--- src/rtl/nv_unlock_pkg.sv ---
package nv_unlock_pkg;
  localparam int unsigned ADDR_W  = 15;
  localparam int unsigned N_STEPS = 6;
  localparam int unsigned STEP_W  = $clog2(N_STEPS);

  function automatic logic [ADDR_W-1:0] key_at(input int unsigned idx);
    case (idx)
      0:       key_at = 15'h0E38;
      1:       key_at = 15'h31C7;
      2:       key_at = 15'h03E0;
      3:       key_at = 15'h3C1F;
      4:       key_at = 15'h303F;
      default: key_at = 15'h0FC0;
    endcase
  endfunction
endpackage

--- src/rtl/nv_key_match.sv ---
module nv_key_match #(
  parameter int unsigned ADDR_W  = nv_unlock_pkg::ADDR_W,
  parameter int unsigned N_STEPS = nv_unlock_pkg::N_STEPS
) (
  input  logic [ADDR_W-1:0]  addr_i,
  output logic [N_STEPS-1:0] hit_o
);
  for (genvar k = 0; k < N_STEPS; k++) begin : g_key
    assign hit_o[k] = (addr_i == nv_unlock_pkg::key_at(k));
  end
endmodule

--- src/rtl/nv_step_fsm.sv ---
module nv_step_fsm #(
  parameter int unsigned N_STEPS = nv_unlock_pkg::N_STEPS,
  parameter int unsigned STEP_W  = nv_unlock_pkg::STEP_W
) (
  input  logic               clk_i,
  input  logic               rst_ni,
  input  logic               acc_i,
  input  logic               we_i,
  input  logic               busy_i,
  input  logic [N_STEPS-1:0] hit_i,
  output logic               trig_o,
  output logic [STEP_W-1:0]  step_o
);
  localparam int unsigned HIT_W = 1 << STEP_W;
  localparam logic [STEP_W-1:0] LAST = STEP_W'(N_STEPS - 1);

  logic [STEP_W-1:0] step_q, step_d;
  logic              trig_q, fire;
  logic [HIT_W-1:0]  hit_pad;
  logic              rd;

  assign hit_pad = HIT_W'(hit_i);
  assign rd      = acc_i & ~we_i;

  always_comb begin
    step_d = step_q;
    fire   = 1'b0;
    if (busy_i) begin
      step_d = '0;
    end else if (acc_i) begin
      if (rd && hit_pad[step_q]) begin
        if (step_q == LAST) begin
          fire   = 1'b1;
          step_d = '0;
        end else begin
          step_d = step_q + 1'b1;
        end
      end else if (rd && hit_i[0]) begin
        step_d = STEP_W'(1); // mismatch on first key restarts past it
      end else begin
        step_d = '0;
      end
    end
  end

  always_ff @(posedge clk_i or negedge rst_ni) begin
    if (!rst_ni) begin
      step_q <= '0;
      trig_q <= 1'b0;
    end else begin
      step_q <= step_d;
      trig_q <= fire;
    end
  end

  assign trig_o = trig_q;
  assign step_o = step_q;
endmodule

--- src/rtl/nv_unlock_det.sv ---
module nv_unlock_det #(
  parameter int unsigned ADDR_W  = nv_unlock_pkg::ADDR_W,
  parameter int unsigned N_STEPS = nv_unlock_pkg::N_STEPS,
  parameter int unsigned STEP_W  = nv_unlock_pkg::STEP_W
) (
  input  logic              clk_i,
  input  logic              rst_ni,
  input  logic              strobe_i,
  input  logic              cs_i,
  input  logic              we_i,
  input  logic [ADDR_W-1:0] addr_i,
  input  logic              busy_i,
  output logic              trig_o,
  output logic [STEP_W-1:0] step_o
);
  logic [N_STEPS-1:0] hit;
  logic               acc;

  assign acc = strobe_i & cs_i;

  nv_key_match #(.ADDR_W(ADDR_W), .N_STEPS(N_STEPS)) u_match (
    .addr_i (addr_i),
    .hit_o  (hit)
  );

  nv_step_fsm #(.N_STEPS(N_STEPS), .STEP_W(STEP_W)) u_fsm (
    .clk_i  (clk_i),
    .rst_ni (rst_ni),
    .acc_i  (acc),
    .we_i   (we_i),
    .busy_i (busy_i),
    .hit_i  (hit),
    .trig_o (trig_o),
    .step_o (step_o)
  );
endmodule

--- config.mk ---
export PLATFORM = sky130hd
export DESIGN_NAME = nv_unlock_det
export DESIGN_NICKNAME = d
export VERILOG_FILES = /design/src/rtl/nv_unlock_pkg.sv /design/src/rtl/nv_key_match.sv /design/src/rtl/nv_step_fsm.sv /design/src/rtl/nv_unlock_det.sv
export SDC_FILE = /design/constraint.sdc
export NUM_CORES = 1
export LEC_CHECK = 0
export ABC_AREA = 1
export BUFFER_PORTS_ARGS = -buffer_cell sky130_fd_sc_hd__buf_2
export CAP_MARGIN = 25
export CELL_PAD_IN_SITES_DETAIL_PLACEMENT = 1
export CELL_PAD_IN_SITES_GLOBAL_PLACEMENT = 2
export CORE_MARGIN = 3
export CORE_UTILIZATION = 22
export CTS_CLUSTER_SIZE = 25
export DETAILED_ROUTE_END_ITERATION = 10
export GPL_TIMING_DRIVEN = 1
export PLACE_DENSITY = 0.93
export SYNTH_ARGS = -nofsm -noshare
export SYNTH_HDL_FRONTEND = slang
export SYNTH_HIERARCHICAL = 1
export SYNTH_SLANG_ARGS = --single-unit
--- constraint.sdc ---
create_clock -name clk_i -period 2.5 [get_ports clk_i]
set_input_delay 0.5 -clock clk_i [delete_from_list [all_inputs] [get_ports clk_i]]
set_output_delay 0.5 -clock clk_i [all_outputs]
set_load 0.005 [all_outputs]
; Word level (Yosys, flattened, before mapping)
; Cells that the tools add are included.
[word_totals]
register_bits = 4
input_bits = 21
out_inout_bits = 4
word_cells = 28
[classes]
n_addsub = 1
n_lt_le_gt_ge = 1
n_eq_ne = 7
muxes = 11
n_bitwise = 3
n_reduce_logical = 3
[op_table]
columns = cell, count
row1 = 15-bit by 14-bit == test with 1-bit output (second input constant), 3
row2 = 15-bit by 12-bit == test with 1-bit output (second input constant), 2
row3 = 15-bit by 10-bit == test with 1-bit output (second input constant), 1
row4 = 3-bit two-way mux, 4
row5 = 1-bit two-way mux, 6
row6 = 3-bit by 4-bit < comparator with 1-bit output (second input constant), 1
row7 = 3-bit by 1-bit adder with 3-bit output (second input constant), 1
row8 = 1-bit binary-select mux with 3-bit select, 1
row9 = 3-bit == test (second input constant), 1
row10 = 1-bit AND, 2
row11 = 1-bit logical AND, 2
row12 = 2-bit nonzero test, 1
row13 = 1-bit NOT, 1

; Longest topological paths before layout
; Gate-level depths: netlist of run 1.
[logic_depth]
depth_word = 7
ltp_mapped = 13

; Cells and area by module
; Netlist of run 1, hierarchy kept.
[by_module_without_submodules]
columns = mod, n_inst, cells_per_inst, area_each_um2, seq_area_each_um2
row1 = nv_step_fsm, 1, 50, 311.5, 100.1
row2 = nv_key_match, 1, 63, 250.2, 0.0
row3 = nv_unlock_det, 1, 2, 7.5, 0.0

; Worst setup path before layout of run 1
; No wires, ideal clock.
[synth_path]
path_kind = in2reg
startpoint = in addr_i[1]
endpoint = reg u_fsm.step_q[0], in the netlist u_fsm/step_o[0]
setup_time_ns = 0.124
t_arrival_ns = 1.298
path_slack_ns = 1.078
cell_stages = 10
cell_sequence = inv_1 > nand2_1 > nor2_1 > nand2_1 > nor2_1 > or2_2 > o211ai_1 > nand2_2 > nand2_2 > a21oi_2
[synth_via]
elab_chain_cells = 7
word_cells_on_any_way = 14
cone_classes = eq/ne: 6 / mux: 6 / reduce/logical: 2
[synth_rtl]
columns = item, line_no
row1 = start: declaration, nv_unlock_det.sv:11  ; input logic [ADDR_W-1:0] addr_i,
row2 = 15-bit by 10-bit == test with 1-bit output, nv_key_match.sv:9  ; assign hit_o[k] = (addr_i == nv_unlock_pkg::key_at(k));
row3 = named net hit[2], nv_unlock_det.sv:16  ; logic [N_STEPS-1:0] hit;
row4 = 1-bit binary-select mux with 3-bit select, nv_step_fsm.sv:31  ; if (rd && hit_pad[step_q]) begin
row5 = 1-bit two-way mux (implied by the code), nv_step_fsm.sv:31
row6 = 1-bit logical AND, nv_step_fsm.sv:31
row7 = 3-bit two-way mux, nv_step_fsm.sv:31
row8 = 3-bit two-way mux, nv_step_fsm.sv:30  ; end else if (acc_i) begin
row9 = 3-bit two-way mux, nv_step_fsm.sv:28  ; if (busy_i) begin
row10 = end signal: assignment, nv_step_fsm.sv:51  ; step_q <= step_d;
row11 = end: declaration, nv_step_fsm.sv:17  ; logic [STEP_W-1:0] step_q, step_d;
; The timed path passes the listed nets, and every way through them passes these cells. The select of a mux whose other input is x is not followed.
; A chain may end at the register's enable or synchronous reset.

; Final worst setup path of run 1
[layout_path]
startpoint = in addr_i[8]
endpoint = reg u_fsm.step_q[0], in the netlist u_fsm/step_o[0]
[layout_via]
elab_chain_cells = 7
word_cells_on_any_way = 14
cone_classes = eq/ne: 6 / mux: 6 / reduce/logical: 2
[layout_rtl]
columns = item, line_no
row1 = 15-bit by 12-bit == test with 1-bit output (*), nv_key_match.sv:9
row2 = named net hit[0], nv_unlock_det.sv:16
row3 = 1-bit binary-select mux with 3-bit select, nv_step_fsm.sv:31
row4 = 1-bit two-way mux (implied by the code), nv_step_fsm.sv:31
row5 = 1-bit logical AND, nv_step_fsm.sv:31
row6 = 3-bit two-way mux (*), nv_step_fsm.sv:31
row7 = 3-bit two-way mux (*), nv_step_fsm.sv:30
row8 = 3-bit two-way mux (*), nv_step_fsm.sv:28
; The timed path passes the listed nets; every way through them passes the cells marked *. The select of a mux whose other input is x is not followed.

==> out/qor.csv, run 1 <==
metric,value,unit
initial_core_util,0.2433,
finalCritPeriodShare,0.5941,
fin_skew,0.002260,ns
combPwrFrac,0.249,
fin_tns_setup,0,ns
nets,165,
synth_area,569.3,um2
totalWireLength,1.725,mm
wl_met3,55,um
syn_avg_cell_area,4.950,um2
grt_overflow,0,
syn_inst,115,
synth_nets,136,
synth.distinct_cells,18,
antenna_found_initial,0,
clockBufferDepth,2,
grt_start_max_net_pins,9,
pwr-share-seq,0.348,
cp-start-kind,input pin,
critical_path_arrival,1.64,ns
yosys.area.top_type,nand2_1,
cp-endpoint,u_fsm/step_o[0],
ys_ff_latch,4,
tightest_slew,0.3157,ns
finalSetupViolCount,0,
ioPinCount,25,
seq_area_frac_synth,0.1758,
critPathKind,in2reg,
grt_pass1_wl,3.125,mm
synth_top_area_frac,0.2769,
place_hpwl,1.497,mm
cts-root-buf,clkbuf_4,
setup_slack,1.015,ns
ys_warn_count,6,
antennaDiodeCount,0,
slowest_delay,0.15,ns
ctsResizeCount,0,
maxSlewViolCount,0,
antenna_left,0,
chipHeight,56.87,um
io_buffers,24,
groute.usage.overall,0.1153,
num_rows,17,
grt_pass1_vias,774,
hp-class,in2async,
h-tree-depth,1,
p_clk_frac,0.403,
maxCapViolCount,0,
vdd_drop_max,0.09953,mV
path_cells,"buf_2, inv_1, nand2_1, nor2_1, nand2_1, nor2_1, inv_1, nand2_1, nand3_1, nand2_1, nand2_2, nand2_2, nand2_2, a21oi_2",
max_slew_margin,0.7879,
crit_fanout,3,
crit_path_frequent_cell,nand2_1,
cts_hold_buf,0,
switching_share,0.2645,
cp-startpoint,addr_i[8],
endpoint_kind,flop,
core,2340,um2
met1_length,781,um
routed.top_layer,met4,
layout-drive-gt1-share,0.2606,
wl_per_cell,10.15,um
p_switching,0.04956,mW
dp_slack,0.7748,ns
finalHoldViolations,0,
grt_setup_unrepaired,no,
die_area,3234,um2
synthTopCellsByArea,"nand2_1 (28%), dfrtp_1 (18%), nor2_1 (17%), inv_1 (15%), nand2_2 (3.3%)",
worstPathRequired,2.65,ns
cts_setup_buffers,0,
numCtsBuffers,3,
outcome,completed,
reg2reg_setup_slack,1.19,ns
gp_congestion,0.7865,
fill_cells,339,
clkSinkCount,4,
p_int,0.1378,mW
timing.fmax,673.3,MHz
drtIter0Drc,5,
min_period,1.485,ns
wl_met2,866,um
power_density,250.8,nW/um2
r2r_cells,5,
fp.dieW,56.87,um
worstReg2RegEnd,u_fsm/step_o[1],
vias_per_cell,4.394,
reg2reg_from,u_fsm/step_o[0],
clkLatencyLatePin,0.23,ns
synthToLayoutAreaGrowth,31.21,%
first_pass_iters,4,
cpMaxStageDelayCell,nor2_1,
cellLeakagePower,0.4312,nW
drc,0,
vias,747,
clk_pin_slew,0.04,ns
tritoncts,done,
-- routing by layer --
layer,GRT usage,up-vias
li1,-,392
met1,0.1444,341
met2,0.2079,12
met3,0.002299,2
met4,0.04305,0
met5,0,-
-- kinds of logic after synthesis --
| family | after synthesis | synth area share |
|---|---|---|
| and+or+nand+nor | 81 | 0.5912 |
| buffers and inverters | 24 | 0.1582 |
| AOI/OAI and AO/OA | 5 | 0.05934 |
| DFF | 4 | 0.1758 |
| xor gates and xnor gates | 1 | 0.01539 |
-- registers in the layout, indices dropped and copies added (netlist names) --
signal	flops
u_fsm/trig_o	1
u_fsm/step_o	3
-- final cells by class --
cell class                      count  area [um2]  area share
Clock buffer                        3       22.52     0.03015
Inverter                           24       90.09      0.1206
Multi-Input combinational cell     87       379.1      0.5075
Sequential cell                     4       100.1      0.1340
Tap cell                           28       35.03     0.04690
Timing Repair Buffer               24       120.1      0.1608
-- power groups by stage --
stage | Sequential, mW | Clock (mW) | Combinational (mW)
5_1_grt | 0.0650 | 0.0874 | 0.0542
3_3_place_gp | 0.0659 | 0 | 0.0451
3_5_place_dp | 0.0659 | 0 | 0.0473
4_1_cts | 0.0651 | 0.0790 | 0.0474
6_report | 0.0652 | 0.0755 | 0.0467
2_1_floorplan | 0.0659 | 0 | 0.0212
-- worst max-delay path: cells and delay by family --
family,cells,cell delay [ns]
and+or+nand+nor,10,0.76
buffers and inverters,3,0.23
AOI/OAI and AO/OA,1,0.13
-- worst min path at each step --
stage           start               to  slack (ns)  cells after the start
2_1_floorplan  rst_ni  u_fsm/step_o[0]        0.20                      0
3_3_place_gp   rst_ni  u_fsm/step_o[2]        0.30                      1
3_5_place_dp   rst_ni  u_fsm/step_o[0]        0.31                      1
4_1_cts        rst_ni  u_fsm/step_o[0]        0.06                      1
5_1_grt        rst_ni  u_fsm/step_o[0]        0.05                      1
6_report       rst_ni  u_fsm/step_o[0]        0.07                      1
-- placed cells by master, fill, tap and decap left out --
cell,instances
nor3_1,1
o21ai_0,1
or2_2,1
nor2_2,3
a21oi_2,1
nand3_1,2
xor2_1,1
o211ai_1,1
clkbuf_4,3
nand2_2,3
nor2_1,26
inv_2,1
dfrtp_1,4
nor3_2,1
nand4_1,2
inv_1,23
nand2_1,42
a21oi_1,1
a22oi_1,1
buf_2,24
-- stage by stage --
stage / util / area [um2] / hold slack [ns] / power (mW) / cells
after floorplan: - / 569.3 / 0.2044 / 0.08716 / 115
after global placement: 0.3096 / 724.4 / 0.3039 / 0.1110 / 167
after detailed placement: 0.3096 / 724.4 / 0.3072 / 0.1132 / 167
after CTS: 0.3193 / 747.0 / 0.06308 / 0.1916 / 170
after global routing: 0.3193 / 747.0 / 0.05319 / 0.2066 / 170
final: 0.3193 / 747.0 / 0.06824 / 0.1874 / 170
-- Yosys cell counts (all sizes together) --
master	count
nand3	2
o21ai	1
a22oi	1
xor2	1
nand2	45
nor2	29
nand4	2
a21oi	2
inv	24
nor3	2
o211ai	1
dfrtp	4
or2	1
No activity file was read; power rests on OpenSTA's default activity.
==> run 2: changes to the inputs <==
--- a/config.mk
+++ b/config.mk
@@ -5,17 +5,17 @@
 export SDC_FILE = /design/constraint.sdc
 export NUM_CORES = 1
 export LEC_CHECK = 0
-export ABC_AREA = 1
+export ABC_AREA = 0
 export BUFFER_PORTS_ARGS = -buffer_cell sky130_fd_sc_hd__buf_2
 export CAP_MARGIN = 25
 export CELL_PAD_IN_SITES_DETAIL_PLACEMENT = 1
 export CELL_PAD_IN_SITES_GLOBAL_PLACEMENT = 2
 export CORE_MARGIN = 3
-export CORE_UTILIZATION = 22
+export CORE_UTILIZATION = 20
 export CTS_CLUSTER_SIZE = 25
 export DETAILED_ROUTE_END_ITERATION = 10
 export GPL_TIMING_DRIVEN = 1
-export PLACE_DENSITY = 0.93
+export PLACE_DENSITY = 0.81
 export SYNTH_ARGS = -nofsm -noshare
 export SYNTH_HDL_FRONTEND = slang
 export SYNTH_HIERARCHICAL = 1
==> constraint.sdc (replaced) <==
create_clock -name clk_i -period 1.3 [get_ports clk_i]
set_input_delay 0.26 -clock clk_i [delete_from_list [all_inputs] [get_ports clk_i]]
set_output_delay 0.26 -clock clk_i [all_outputs]
set_load 0.005 [all_outputs]
==> run 2 against run 1 <==
  * The run now ends with setup timing left
  * Core utilization up 7.1 points
  * Combinational power increased by 91%
  * Global-route usage rose by 1.0 points
  * Non-clock buffer count rose by 9
  * Flip-flop and latch count stayed put
  * Power rose by 94%
  * Critical path depth is 7 lower
  * Register-to-register slack got worse by 1.3 ns
  * Cell count is 36% lower
==> out/qor.csv, run 2 <==
metric,value,unit
ioPinCount,25,
drtIter0Drc,3,
syn_avg_cell_area,9.656,um2
grt_start_max_net_pins,8,
violations,setup timing,
worstReg2RegEnd,u_fsm/step_o[2],
critical_path_arrival,2.00,ns
finalHoldViolations,0,
die_area,2822,um2
largest_register_ffs,3,
clkSinkCount,4,
holdWs,0.2663,ns
ys_ff_latch,4,
clk_pin_slew,0.04,ns
grt_setup_unrepaired,yes,
hp-class,in2reg,
num_rows,16,
hold_start,busy_i,
maxSlewViolCount,0,
outcome,finished with violations,
initial_core_util,0.2197,
worstPathRequired,1.43,ns
timing.fmax,535.8,MHz
chipHeight,53.13,um
finalCritPeriodShare,1.436,
cp-endpoint,u_fsm/step_o[2],
groute.usage.overall,0.1253,
grt_pass1_vias,586,
synthFlopType,dfrtp_1,
totalWireLength,1.525,mm
maxCapViolCount,0,
yosys.area.top_type,dfrtp_1,
tightest_slew,0.2978,ns
async_reset_ff_frac,1.000,
synth_edf_count,0,
endpoint_kind,flop,
first_pass_iters,2,
place_hpwl,1.237,mm
layout-drive-gt1-share,0.6098,
vdd_drop_max,0.3968,mV
cp-startpoint,addr_i[11],
grt_overflow,0,
seq_area_frac_synth,0.2254,
numCtsBuffers,3,
reg2reg_setup_slack,-0.12,ns
h-tree-depth,1,
synth.distinct_cells,29,
fin_util,0.3905,
clkLatencyLatePin,0.23,ns
gp_congestion,0.8230,
synth_nets,67,
power_density,459.4,nW/um2
ys_top_cells_by_count,"nor4_1 (6), dfrtp_1 (4), nand4b_1 (4)",
ys_warn_count,6,
synthTopCellsByArea,"dfrtp_1 (23%), nor4_1 (8.5%), nand4b_1 (7.9%), mux2i_1 (6.8%), or4b_1 (4.5%)",
max_slew_margin,0.8015,
antennaDiodeCount,0,
reg2reg_from,u_fsm/step_o[2],
finalSetupViolCount,4,
vias_per_cell,5.046,
synthToLayoutAreaGrowth,77.75,%
setup_slack,-0.5664,ns
antenna_left,0,
critPathKind,in2reg,
clockBufferDepth,2,
nets,105,
fp.dieW,53.13,um
r2r_cells,4,
synth_area,444.2,um2
min_period,1.866,ns
core,2022,um2
drc,0,
cellLeakagePower,0.3244,nW
fin_tns_setup,-2.072,ns
final_common_cell,buf_2,
syn_inst,46,
tritoncts,done,
grt_pass1_wl,2.546,mm
yosysMostFrequentCell,nor4_1,
vias,550,
power,0.3627,mW
fin_skew,0.0007258,ns
io_buffers,24,
antenna_found_initial,0,
synth_top_area_frac,0.2254,
crit_fanout,4,
cts-root-buf,clkbuf_4,
layout_common_cells,"buf_2 (20), buf_4 (8), buf_6 (4), dfrtp_1 (4), nand4b_1 (4)",
wl_per_cell,13.99,um
cp-start-kind,input pin,
## run 2: cell types whose count changed in the layout (fill, tap and decap cells not counted), moves of 4 or more
cell / previous run / this run
nand2_1: 42 / 0
nand4b_1: 0 / 4
nor2_1: 26 / 0
buf_4: 0 / 8
inv_1: 23 / 2
buf_6: 0 / 4
buf_2: 24 / 20
## run 2: stage by stage
| step | setup slack, ns | instances | cell area (um2) |
|---|---|---|---|
| finish | -0.5664 | 109 | 789.5 |
| global route | -0.6516 | 109 | 789.5 |
| CTS | -0.6170 | 108 | 735.7 |
| detailed placement | -0.8959 | 104 | 650.6 |
| global placement | -0.8084 | 104 | 650.6 |
| floorplan | -0.5474 | 46 | 444.2 |
## run 2: where the power goes
part | leakage [nW] | switching, mW | total [mW] | internal, mW
clock | 0.0138 | 0.0453 | 0.148 | 0.103
sequential | 0.0559 | 0.000000836 | 0.125 | 0.125
combinational | 0.255 | 0.0402 | 0.0892 | 0.0490
## run 2: kinds of logic after synthesis
family                 after synthesis  share of synthesized area
buffers and inverters                2                    0.01691
and+or+nand+nor                     30                     0.5493
AOI/OAI and AO/OA                    7                     0.1409
muxes                                3                    0.06761
DFF                                  4                     0.2254
## run 2: cell type report
cell class | count | area [um2]
fill | 251 | 1232
multi-input combinational | 40 | 410.4
tap | 27 | 33.78
timing repair buffer | 33 | 215.2
sequential | 4 | 100.1
clock buffer | 3 | 22.52
inverter | 2 | 7.507
## run 2: worst min path at each step
stage | to | cells past startpoint
4_1_cts | u_fsm/step_o[0] | 2
3_5_place_dp | u_fsm/step_o[0] | 1
3_3_place_gp | u_fsm/step_o[2] | 1
2_1_floorplan | u_fsm/step_o[0] | 0
5_1_grt | u_fsm/step_o[0] | 2
6_report | u_fsm/step_o[0] | 2
## run 2: timing repair
action                     CTS  global route
buffers inserted             0             1
pin swaps                    5             1
setup endpoints to repair    4             4
hold endpoints to repair     4             0
hold buffers                 1             0
cloned                       0             0
gates resized for setup      8             7
## run 2: worst max-delay path: stages
cell and delay, ns:
buf_2 0.11, or4b_4 0.55, nor4_4 0.28, mux2i_1 0.12
nor4_2 0.29, nor2_2 0.12, o32ai_2 0.27
## run 2: per-layer routing
layer  track usage  part of all wire  vias up
li1              -                 -      271
met1        0.1351              0.39      256
met2        0.2335              0.53       21
met3       0.01690             0.071        2
met4       0.06383            0.0072        0
met5             0                 0        -
